[src/rtl/f2h_pkg.sv]
package f2h_pkg;

    localparam int SGL_W      = 32;
    localparam int SGL_EXP_W  = 8;
    localparam int SGL_MAN_W  = 23;
    localparam int HLF_W      = 16;
    localparam int HLF_EXP_W  = 5;
    localparam int HLF_MAN_W  = 10;

    localparam int SGL_BIAS   = (1 << (SGL_EXP_W - 1)) - 1;
    localparam int HLF_BIAS   = (1 << (HLF_EXP_W - 1)) - 1;
    localparam int SIG_W      = SGL_MAN_W + 1;
    localparam int MAG_W      = SGL_W - 1;
    localparam int RES_W      = HLF_W - 1;
    localparam int MAN_DROP   = SGL_MAN_W - HLF_MAN_W;
    localparam int SH_W       = $clog2(SIG_W + 1);

    localparam int EXP_REBIAS = SGL_BIAS - HLF_BIAS;
    localparam int NORM_MIN_E = EXP_REBIAS + 1;
    localparam int SUB_MIN_E  = NORM_MIN_E - HLF_MAN_W - 1;
    localparam int OVF_E      = SGL_BIAS + HLF_BIAS + 1;
    localparam int SUB_SH_OFS = MAN_DROP + EXP_REBIAS;

    localparam logic [MAG_W-1:0] SGL_INF_MAG  = MAG_W'({SGL_EXP_W{1'b1}}) << SGL_MAN_W;
    localparam logic [MAG_W-1:0] OVF_MAG      = MAG_W'(OVF_E) << SGL_MAN_W;
    localparam logic [MAG_W-1:0] NORM_MIN_MAG = MAG_W'(NORM_MIN_E) << SGL_MAN_W;
    localparam logic [MAG_W-1:0] SUB_MIN_MAG  = MAG_W'(SUB_MIN_E) << SGL_MAN_W;

    localparam logic [RES_W-1:0] HLF_INF  = {{HLF_EXP_W{1'b1}}, {HLF_MAN_W{1'b0}}};
    localparam logic [RES_W-1:0] HLF_QNAN = {{HLF_EXP_W{1'b1}}, 1'b1, {(HLF_MAN_W-1){1'b0}}};
    localparam logic [RES_W-1:0] HLF_MAXF = {{(HLF_EXP_W-1){1'b1}}, 1'b0, {HLF_MAN_W{1'b1}}};
    localparam logic [RES_W-1:0] HLF_TINY = RES_W'(1);

    typedef enum logic [1:0] {
        RND_NEAR_EVEN = 2'b00,
        RND_TO_ZERO   = 2'b01,
        RND_TO_POS    = 2'b10,
        RND_TO_NEG    = 2'b11
    } rnd_mode_e;

    typedef enum logic [2:0] {
        CLS_NAN  = 3'd0,
        CLS_INF  = 3'd1,
        CLS_OVF  = 3'd2,
        CLS_NORM = 3'd3,
        CLS_SUB  = 3'd4,
        CLS_UNF  = 3'd5
    } mag_cls_e;

endpackage

[src/rtl/f2h_classify.sv]
module f2h_classify
    import f2h_pkg::*;
(
    input  logic [MAG_W-1:0] mag,
    output mag_cls_e         cls
);

    always_comb begin
        if (mag > SGL_INF_MAG)
            cls = CLS_NAN;
        else if (mag == SGL_INF_MAG)
            cls = CLS_INF;
        else if (mag >= OVF_MAG)
            cls = CLS_OVF;
        else if (mag >= NORM_MIN_MAG)
            cls = CLS_NORM;
        else if (mag >= SUB_MIN_MAG)
            cls = CLS_SUB;
        else
            cls = CLS_UNF;
    end

endmodule

[src/rtl/f2h_extract.sv]
module f2h_extract
    import f2h_pkg::*;
(
    input  logic [MAG_W-1:0] mag,
    input  mag_cls_e         cls,
    output logic [RES_W-1:0] trunc_val,
    output logic             guard_bit,
    output logic             sticky_bit
);

    logic [SGL_EXP_W-1:0] exp_f;
    logic [SGL_MAN_W-1:0] man_f;
    logic [SIG_W-1:0]     sig;
    logic [SH_W-1:0]      sub_sh;
    logic [SIG_W-1:0]     sub_mask;
    logic [SIG_W-1:0]     sub_val;
    logic [HLF_EXP_W-1:0] norm_exp;

    assign exp_f    = mag[MAG_W-1 -: SGL_EXP_W];
    assign man_f    = mag[SGL_MAN_W-1:0];
    assign sig      = {1'b1, man_f};
    assign norm_exp = HLF_EXP_W'(exp_f - SGL_EXP_W'(EXP_REBIAS));
    assign sub_sh   = SH_W'(SGL_EXP_W'(SUB_SH_OFS) - exp_f);
    assign sub_mask = (SIG_W'(1) << sub_sh) - SIG_W'(1);
    assign sub_val  = sig >> (sub_sh + SH_W'(1));

    always_comb begin
        if (cls == CLS_SUB) begin
            trunc_val  = RES_W'(sub_val);
            guard_bit  = sig[sub_sh];
            sticky_bit = |(sig & sub_mask);
        end else begin
            trunc_val  = {norm_exp, man_f[SGL_MAN_W-1 -: HLF_MAN_W]};
            guard_bit  = man_f[MAN_DROP-1];
            sticky_bit = |man_f[MAN_DROP-2:0];
        end
    end

    // a subnormal truncated value never reaches the normal range
    always_comb begin
        if (cls == CLS_SUB) begin
            assert_sub_below_norm_R7: assert (trunc_val < (RES_W'(1) << HLF_MAN_W));
        end
    end

endmodule

[src/rtl/f2h_round.sv]
module f2h_round
    import f2h_pkg::*;
(
    input  logic [RES_W-1:0] trunc_val,
    input  logic             guard_bit,
    input  logic             sticky_bit,
    input  logic             sign,
    input  rnd_mode_e        mode,
    output logic [RES_W-1:0] rounded
);

    logic inc;

    always_comb begin
        unique case (mode)
            RND_NEAR_EVEN: inc = guard_bit & (sticky_bit | trunc_val[0]);
            RND_TO_ZERO:   inc = 1'b0;
            RND_TO_POS:    inc = ~sign & (guard_bit | sticky_bit);
            RND_TO_NEG:    inc = sign & (guard_bit | sticky_bit);
            default:       inc = 1'b0;
        endcase
    end

    assign rounded = trunc_val + RES_W'(inc);

    // truncation mode never moves the value
    always_comb begin
        if (mode == RND_TO_ZERO) begin
            assert_trunc_exact_R8: assert (rounded == trunc_val);
        end
    end

endmodule

[src/rtl/f2h_core.sv]
module f2h_core
    import f2h_pkg::*;
(
    input  logic [SGL_W-1:0] word,
    input  logic [1:0]       mode_code,
    output logic [HLF_W-1:0] half
);

    logic             sign;
    logic [MAG_W-1:0] mag;
    mag_cls_e         cls;
    rnd_mode_e        mode;
    logic [RES_W-1:0] trunc_val;
    logic             guard_bit;
    logic             sticky_bit;
    logic [RES_W-1:0] rounded;
    logic [RES_W-1:0] res;

    assign sign = word[SGL_W-1];
    assign mag  = word[MAG_W-1:0];
    assign mode = rnd_mode_e'(mode_code);

    f2h_classify u_classify (
        .mag (mag),
        .cls (cls)
    );

    f2h_extract u_extract (
        .mag        (mag),
        .cls        (cls),
        .trunc_val  (trunc_val),
        .guard_bit  (guard_bit),
        .sticky_bit (sticky_bit)
    );

    f2h_round u_round (
        .trunc_val  (trunc_val),
        .guard_bit  (guard_bit),
        .sticky_bit (sticky_bit),
        .sign       (sign),
        .mode       (mode),
        .rounded    (rounded)
    );

    always_comb begin
        unique case (cls)
            CLS_NAN:  res = HLF_QNAN;
            CLS_INF:  res = HLF_INF;
            CLS_OVF: begin
                unique case (mode)
                    RND_NEAR_EVEN: res = HLF_INF;
                    RND_TO_ZERO:   res = HLF_MAXF;
                    RND_TO_POS:    res = sign ? HLF_MAXF : HLF_INF;
                    RND_TO_NEG:    res = sign ? HLF_INF : HLF_MAXF;
                    default:       res = HLF_INF;
                endcase
            end
            CLS_NORM: res = rounded;
            CLS_SUB:  res = rounded;
            CLS_UNF: begin
                if ((mag != '0) &&
                    (((mode == RND_TO_POS) && !sign) || ((mode == RND_TO_NEG) && sign)))
                    res = HLF_TINY;
                else
                    res = '0;
            end
            default:  res = '0;
        endcase
    end

    assign half = {sign, res};

    // saturating categories stay at their extremes
    always_comb begin
        if (cls == CLS_OVF) begin
            assert_ovf_extreme_R5: assert ((res == HLF_INF) || (res == HLF_MAXF));
        end
        if (cls == CLS_UNF) begin
            assert_unf_tiny_R10: assert (res <= HLF_TINY);
        end
    end

endmodule

[src/rtl/f2h_convert.sv]
module f2h_convert
    import f2h_pkg::*;
(
    input  logic             clk,
    input  logic             rst_n,
    input  logic             in_valid,
    input  logic [31:0]      in_word,
    input  logic [1:0]       in_mode,
    output logic             out_valid,
    output logic [15:0]      out_half
);

    logic [HLF_W-1:0] conv_half;

    f2h_core u_core (
        .word      (in_word),
        .mode_code (in_mode),
        .half      (conv_half)
    );

    always_ff @(posedge clk or negedge rst_n) begin
        if (!rst_n)
            out_valid <= 1'b0;
        else
            out_valid <= in_valid;
    end

    always_ff @(posedge clk or negedge rst_n) begin
        if (!rst_n)
            out_half <= '0;
        else if (in_valid)
            out_half <= conv_half;
    end

    assert_valid_follows_R1: assert property (@(posedge clk) disable iff (!rst_n)
        in_valid |=> out_valid);

    assert_valid_drops_R1: assert property (@(posedge clk) disable iff (!rst_n)
        !in_valid |=> !out_valid);

    assert_sign_kept_R2: assert property (@(posedge clk) disable iff (!rst_n)
        in_valid |=> (out_half[15] == $past(in_word[31])));

    assert_nan_canon_R3: assert property (@(posedge clk) disable iff (!rst_n)
        (in_valid && (in_word[30:0] > SGL_INF_MAG)) |=> (out_half[14:0] == HLF_QNAN));

    assert_inf_kept_R3: assert property (@(posedge clk) disable iff (!rst_n)
        (in_valid && (in_word[30:0] == SGL_INF_MAG)) |=> (out_half[14:0] == HLF_INF));

    assert_ovf_rne_R5: assert property (@(posedge clk) disable iff (!rst_n)
        (in_valid && (in_mode == 2'b00) && (in_word[30:0] >= OVF_MAG)
         && (in_word[30:0] <= SGL_INF_MAG)) |=> (out_half[14:0] == HLF_INF));

    assert_hold_idle_R11: assert property (@(posedge clk) disable iff (!rst_n)
        !in_valid |=> $stable(out_half));

endmodule

[config.mk]
export PLATFORM = sky130hd
export DESIGN_NAME = f2h_convert
export DESIGN_NICKNAME = d
export VERILOG_FILES = /design/src/rtl/f2h_pkg.sv /design/src/rtl/f2h_classify.sv /design/src/rtl/f2h_extract.sv /design/src/rtl/f2h_round.sv /design/src/rtl/f2h_core.sv /design/src/rtl/f2h_convert.sv
export SDC_FILE = /design/constraint.sdc
export NUM_CORES = 1
export LEC_CHECK = 0
export CORE_ASPECT_RATIO = 0.6
export CORE_UTILIZATION = 40
export CTS_CLUSTER_DIAMETER = 50
export CTS_CLUSTER_SIZE = 16
export DETAILED_ROUTE_END_ITERATION = 7
export DONT_BUFFER_PORTS = 1
export GPL_TIMING_DRIVEN = 1
export PLACE_DENSITY = 0.55
export SLEW_MARGIN = 30
export SYNTH_ARGS = -nofsm -noshare
export SYNTH_HDL_FRONTEND = slang
export SYNTH_SLANG_ARGS = --single-unit
[constraint.sdc]
create_clock -name clk -period 0.91 [get_ports clk]
set_input_delay 0.1365 -clock clk [delete_from_list [all_inputs] [get_ports clk]]
set_output_delay 0.1365 -clock clk [all_outputs]
set_load 0.02 [all_outputs]
==> results of run 1 <==
## how the worst max path moves through the flow
stage | start | endpoint
finish | in_word[24] | out_half[10]$_DFFE_PN0P_
global route | in_word[27] | out_half[10]$_DFFE_PN0P_
detailed placement | in_word[23] | out_half[8]$_DFFE_PN0P_
global placement | in_word[23] | out_half[10]$_DFFE_PN0P_
CTS | in_word[24] | out_half[12]$_DFFE_PN0P_
floorplan | in_word[24] | out_half[10]$_DFFE_PN0P_
## through the flow
step,instance area (sq um),TNS [ns],util,worst slack [ns],hold WS (ns)
after floorplan,4360,-42.27,-,-3.09,-0.159
after global routing,6250,-38.75,0.624,-2.81,0.0418
after CTS,5930,-36.42,0.592,-2.58,0.0372
after detailed placement,5450,-43.77,0.544,-3.19,-0.159
after global placement,5450,-43.38,0.544,-3.16,-0.159
final,6250,-37.03,0.624,-2.69,0.0245
## logic make-up (layout without fill, tap and decap cells)
group / after synthesis / count (layout) / synth area share
and+or+nand+nor: 230 / 230 / 0.281
xor gates and xnor gates: 17 / 17 / 0.0399
DFF: 17 / 17 / 0.101
adders and majority gates: 13 / 13 / 0.0387
AOI/OAI and AO/OA: 163 / 163 / 0.276
buffers and inverters: 65 / 206 / 0.0727
muxes: 51 / 51 / 0.191
## flip-flops by register name, indices dropped and copies added (netlist names)
register   flops
out_half      16
out_valid      1
## repair_timing
action	4_1_cts	5_1_grt
pin swaps	36	30
setup buffers	11	11
endpoints found under the setup margin	30	48
hold buffers	2	0
endpoints found under the hold margin	18	0
gates cloned	0	0
resized for setup	68	47
## Yosys cell counts, types with 10 or more instances
library cell	number
dfrtp_1	17
mux4_2	22
a21oi_1	30
nor3_1	20
nand4_1	13
nor4_1	11
nand2_1	59
nand2b_1	10
mux2i_1	20
nor2_1	49
ha_1	13
inv_1	19
a211oi_1	10
xnor2_1	10
o21ai_0	31
clkbuf_1	20
nand3_1	18
buf_2	16
## where the power goes
part           internal [mW]  switching (mW)  total, mW
clock                  0.595           0.296      0.892
sequential             0.874          0.0901      0.964
combinational           2.29            2.29       4.58
## worst max-delay path: stages
cell,delay [ns]
inv_12,0.02
ha_4,0.14
or3_4,0.40
nor3b_4,0.34
buf_4,0.18
o221ai_1,0.12
a32oi_1,0.26
buf_4,0.16
o22ai_1,0.07
nand2_1,0.11
o311ai_4,0.11
a2111oi_4,0.24
a41oi_2,0.20
ha_4,0.22
ha_4,0.16
and4_4,0.15
a21oi_4,0.22
nor3_4,0.11
a311oi_1,0.27
nor3b_1,0.08
## per-layer routing
metal	global-route usage	wire length [um]	up-vias
li1	-	-	2421
met1	0.531	8590	2623
met2	0.482	7450	377
met3	0.115	2730	29
met4	0.0348	180	0
met5	0	0	-
## layout make-up
| type | count | share of cell area |
|---|---|---|
| Tap cell | 135 | 0.0270 |
| Inverter | 20 | 0.0156 |
| Sequential cell | 17 | 0.0680 |
| Clock buffer | 4 | 0.0126 |
| Multi-Input combinational cell | 474 | 0.642 |
| Timing Repair Buffer | 182 | 0.235 |
==> qor.yml, run 1 <==
worst_setup_path:
  timing.critical_path.from_type: "primary input"
  reg2regPathDepth: 3
  rr_endpoint: "out_half[11]$_DFFE_PN0P_"
  cp_max_fo: 18
  critical_path_class: "in2reg"
  rr_startpoint: "out_half[11]$_DFFE_PN0P_"
  cp_data_required_time_ns: 1.04
  rrSetupSlack_ns: -0.12
  critical_path.endpoint_type: "flip-flop"
  worst-endpoint-arrival_ns: 3.73
run_status:
  violated_checks: "setup timing"
  run_status: "finished, violations left"
detailed_routing:
  postRouteWirelength_um: 19000
  detailroute.via_count: 5450
  first_iter_violations: 713
  wire_per_inst_um: 22.8
  drt_pass1_iterations: 6
  drc_errors: 0
  antenna_violating_nets_post_route: 0
  drt-vias-per-instance: 6.55
place:
  final_weighted_congestion_in_routability_driven_placement: 1.01
  post-dp-hpwl_um: 14200
  dp_cells: 805
  buffer_ports.inserted: 0
sta:
  finalSetupViolCount: 19
  fin_ws_ns: -2.69
  timing.slew.headroom: 0.435
  period_share: 3.96
  rsz0062_at_grt: "true"
  hold_violations: 0
  fmax_ghz: 0.278
  clk_skew_ns: 0
  finalMaxSlewViolations: 0
  worst_slew_pin_slew_ns: 0.848
  period_minus_slack_ns: 3.60
logic_synthesis:
  syn-mean-instance-area_sq_um: 7.55
  yosys_warnings: 0
  ys_top_cells_by_area: "mux4_2, dfrtp_1, nand2_1, mux2i_1, nor2_1"
  post_synth_num_cell_types: 76
  edff_count_synth: 0
  postSynthCellCount: 556
  async_reset_ff_frac: 1.00
  syn_area_sq_um: 4200
  syn-num-nets: 606
  synth.yosys.seq_area_share: 0.101
  seq_cells_post_synth: 17
  postSynth.topFlopCell: "dfrtp_1"
  synth_top_cell_by_area: "mux4_2"
  synth.top_cell.area_share: 0.118
power:
  cellPowerDensity_nw_per_um2: 1030
  cellLeakagePower_nw: 2.50
  vdd_ir_drop_max_v: 0.000960
  fin_total_pwr_mw: 6.44
cts:
  clock-root-buffer: "clkbuf_16"
  cts-buffers-inserted: 3
  clk_path_buf_depth: 2
  clk_pin_slew_ns: 0.05
  cts-htree-levels: 1
  cts_tree: "yes"
  clock-sinks: 17
  source_to_sink_clock_delay_at_the_later_pin_of_the_worst_skew_pair_ns: 0.25
die:
  floorplan.die.width_um: 134
  design.die.area_sq_um: 10900
  rows: 28
  placeableCoreArea_sq_um: 10000
  design.portCount: 54
  floorplan.initialDensity: 0.419
  fp.dieH_um: 81.4
final_layout:
  area_of_the_multi_input_gates_sq_um: 4010
  drive_above_1_share: 0.430
  sequential_cell_area_sq_um: 425
  diodes: 0
  most-common-layout-cells: "buf_4, nand2_1, nor2_1"
  mostFrequentLayoutCell: "buf_4"
  nets: 748
  fillerInstances: 903
  instances_no_fill: 832
  layout-area-overhead-vs-synth_pct: 49.0
global_route:
  grt_util_all_layers: 0.350
  first_global_vias: 5159
  largest_net_degree_at_the_start_of_global_routing: 41
  global_route_wire_length_before_repair_um: 29100
  grt_overflow: 0
  antenna_found_initial: 0
worst_hold_path:
  hp-start: "in_valid"
  worst_hold_path.endpoint: "out_half[2]$_DFFE_PN0P_"
  holdCritPathClass: "in2reg"
  whs_path_depth: 2
job:
  max_cap_viol_count: 0
(Power assumes the default switching activity.)
==> run 2: changes to the inputs <==
--- a/config.mk
+++ b/config.mk
@@ -5,6 +5,8 @@
 export SDC_FILE = /design/constraint.sdc
 export NUM_CORES = 1
 export LEC_CHECK = 0
+export CELL_PAD_IN_SITES_DETAIL_PLACEMENT = 0
+export CELL_PAD_IN_SITES_GLOBAL_PLACEMENT = 1
 export CORE_ASPECT_RATIO = 0.6
 export CORE_UTILIZATION = 40
 export CTS_CLUSTER_DIAMETER = 50
@@ -12,7 +14,7 @@
 export DETAILED_ROUTE_END_ITERATION = 7
 export DONT_BUFFER_PORTS = 1
 export GPL_TIMING_DRIVEN = 1
-export PLACE_DENSITY = 0.55
+export PLACE_DENSITY = 0.71
 export SLEW_MARGIN = 30
 export SYNTH_ARGS = -nofsm -noshare
 export SYNTH_HDL_FRONTEND = slang
==> run 2 against run 1 <==
Compared with the run above: the run still ends with setup timing left; non-clock buffer count rose by 24; fmax rose by 2.7%; global-route usage rose by 0.89 points; via count rose by 3.4%; setup slack improved by 0.094 ns; clock power rose by 3.5%; hold slack improved by 0.0033 ns; count of clock-buffer cells in the layout fell by 1; critical path type unchanged; largest power group unchanged; highest routed layer unchanged.
==> qor.yml, run 2 (synthesized netlist as in run 1, its figures left out) <==
cts:
  clk_path_buf_depth: 2  # unchanged
  cts-buffers-inserted: 3  # unchanged
  clk_pin_slew_ns: 0.06  # about the same
  source_to_sink_clock_delay_at_the_later_pin_of_the_worst_skew_pair_ns: 0.25  # about the same
  clock-sinks: 17  # unchanged
  cts-htree-levels: 1  # unchanged
  clock-root-buffer: "clkbuf_16"
  cts_tree: "yes"
global_route:
  largest_net_degree_at_the_start_of_global_routing: 41  # unchanged
  global_route_wire_length_before_repair_um: 29400  # +0.92%
  antenna_found_initial: 0  # unchanged
  first_global_vias: 5063  # -1.9%
  grt_overflow: 0  # unchanged
  grt_util_all_layers: 0.359  # +0.00892
place:
  dp_worst_setup_slack_ns: -3.30  # -0.103 ns
  buffer_ports.inserted: 0  # unchanged
  final_weighted_congestion_in_routability_driven_placement: 0.950  # -5.9%
  post-dp-hpwl_um: 14900  # +4.5%
detailed_routing:
  postRouteWirelength_um: 19600  # +3.7%
  drt_pass1_iterations: 5  # -1
  antenna_violating_nets_post_route: 0  # unchanged
  drt-vias-per-instance: 6.58  # +0.48%
  detailroute.via_count: 5634  # +3.4%
  drc_errors: 0  # unchanged
  first_iter_violations: 608  # -15%
  wire_per_inst_um: 22.9  # +0.75%
power:
  cellLeakagePower_nw: 2.59  # +3.6%
  cellPowerDensity_nw_per_um2: 1020  # -1.1%
  fin_total_pwr_mw: 6.52  # +1.3%
  vdd_ir_drop_max_v: 0.000927  # -3.5%
final_layout:
  drive_above_1_share: 0.445  # +0.0148
  largest_register_ffs: 16  # unchanged
  area_of_the_multi_input_gates_sq_um: 3960  # -1.2%
  most-common-layout-cells: "buf_4, nand2_1, nor2_1"
  layout_top_registers: "out_half x16, out_valid x1"
  fillerInstances: 872  # -3.4%
  diodes: 0  # unchanged
  mostFrequentLayoutCell: "buf_4"
  sequential_cell_area_sq_um: 425  # unchanged
  largest_register: "out_half"
  layout-area-overhead-vs-synth_pct: 52.6
  nets: 772  # +3.2%
  finalCoreUtilization: 0.639  # +0.0152
sta:
  finalMaxSlewViolations: 0  # unchanged
  setup_total_negative_slack_ns: -36.17  # +0.860 ns
  period_minus_slack_ns: 3.51  # -0.0941 ns
  period_share: 3.85  # -0.103
  timing.slew.headroom: 0.631  # +0.196
  fin_ws_ns: -2.60  # +0.0941 ns
  hold_violations: 0  # unchanged
  holdWs_ns: 0.0278  # +0.00328 ns
  clk_skew_ns: 0  # unchanged
  finalSetupViolCount: 27  # +8
  fmax_ghz: 0.285  # +2.7%
  worst_slew_pin_slew_ns: 0.540  # -0.308 ns
  rsz0062_at_grt: "true"
worst_setup_path:
  cp_data_required_time_ns: 1.09  # +0.05 ns
  slowest_stage: "or3_4"
  worst-endpoint-arrival_ns: 3.68  # -0.05 ns
  critical_path_class: "in2reg"
  timing.critical_path.from_type: "primary input"
  cp_max_fo: 18  # unchanged
  rrSetupSlack_ns: 0.05  # +0.17 ns
  cpMostUsedCell: "ha_4"
  worst_stage_delay_on_the_critical_path_ns: 0.38  # -0.02 ns
  critical_path.endpoint_type: "flip-flop"
  cp_top_family: "compound AO/OA/AOI/OAI gates"
  critical_path.cell_chain: "inv_12 > ha_4 > inv_8 > ha_4 > buf_4 > buf_4 > inv_1 > o211ai_1 > o211ai_1 > o31a_1 > a21oi_2 > a2111oi_2 > a41oi_2 > ha_4 > ha_4 > inv_4 > a211oi_4 > a21oi_4 > buf_6 > or3_4 > a211oi_2"
  critical_path.n_buffers_inverters: 7  # +4
run_status:
  run_status: "finished, violations left"
  violated_checks: "setup timing"
die:
  design.die.area_sq_um: 10900  # unchanged
  design.portCount: 54  # unchanged
  rows: 28  # unchanged
  floorplan.die.width_um: 134  # unchanged
  floorplan.initialDensity: 0.419  # unchanged
  placeableCoreArea_sq_um: 10000  # unchanged
  fp.dieH_um: 81.4  # unchanged
job:
  max_cap_viol_count: 0  # unchanged
worst_hold_path:
  holdCritPathClass: "in2reg"
run 2: cell count changes in the layout (fill, tap and decap cells not counted), moves of 2 or more:
| cell | change |
|---|---|
| nor3_2 | -2 |
| a211oi_1 | +2 |
| buf_4 | +21 |
| mux2i_1 | +2 |
| a211oi_2 | -2 |
| a21oi_1 | +2 |
| buf_6 | +2 |
| xnor2_1 | +2 |
| nor3b_2 | +2 |
| inv_2 | -2 |
run 2: cell type report:
class | count | share of cell area
inverter | 20 | 0.0182
multi-input combinational | 474 | 0.619
clock inverter | 1 | 0.000781
tap | 135 | 0.0264
sequential | 17 | 0.0664
clock buffer | 3 | 0.0117
timing repair buffer | 206 | 0.258
run 2: worst reg2reg max path: stages (launching register included):
cell and delay (ns):
dfrtp_1 0.39, buf_4 0.14, o22ai_1 0.15, a211oi_1 0.07
run 2: worst paths after layout:
check | start | to | depth (start not counted)
worst max-delay path | in_word[24] | out_half[12]$_DFFE_PN0P_ | 21
worst min-delay path | in_word[31] | out_half[15]$_DFFE_PN0P_ | 1
worst max register to register | out_half[9]$_DFFE_PN0P_ | out_half[9]$_DFFE_PN0P_ | 3
worst min register to register | out_half[15]$_DFFE_PN0P_ | out_half[15]$_DFFE_PN0P_ | 1
max in group asynchronous | rst_n | out_half[4]$_DFFE_PN0P_ | 2
min in group asynchronous | rst_n | out_half[0]$_DFFE_PN0P_ | 2
run 2: per-stage QoR:
| stage | cell area [sq um] | cells |
|---|---|---|
| global placement | 5630 | 829 |
| finish | 6410 | 856 |
| CTS | 6090 | 846 |
| detailed placement | 5630 | 829 |
| global route | 6410 | 856 |
| floorplan | 4360 | 556 |
run 2: routing by layer:
layer	track usage	share of wire	vias up
li1	-	-	2470
met1	0.557	0.48	2761
met2	0.471	0.38	372
met3	0.127	0.14	31
met4	0.0303	0.0067	0
met5	0	0	-
run 2: power by group:
group	switching (mW)	total (mW)	leakage (nW)	internal [mW]
sequential	0.0914	0.965	0.198	0.874
clock	0.333	0.923	0.0409	0.590
combinational	2.30	4.63	2.35	2.34
total	2.72	6.52	2.59	3.80
run 2: repair_timing:
action | CTS | global route
hold endpoints to repair | 18 | 17
setup endpoints to repair | 31 | 31
resized for setup | 65 | 51
buffers inserted | 11 | 10
hold buffers | 2 | 1
pin swaps | 40 | 37
==> run 3: changes to the inputs <==
--- a/config.mk
+++ b/config.mk
@@ -5,6 +5,7 @@
 export SDC_FILE = /design/constraint.sdc
 export NUM_CORES = 1
 export LEC_CHECK = 0
+export ABC_CLOCK_PERIOD_IN_PS = 910
 export CELL_PAD_IN_SITES_DETAIL_PLACEMENT = 0
 export CELL_PAD_IN_SITES_GLOBAL_PLACEMENT = 1
 export CORE_ASPECT_RATIO = 0.6
==> results of run 3 <==
No change in the layout: final DEF, timing and power equal those of run 2.
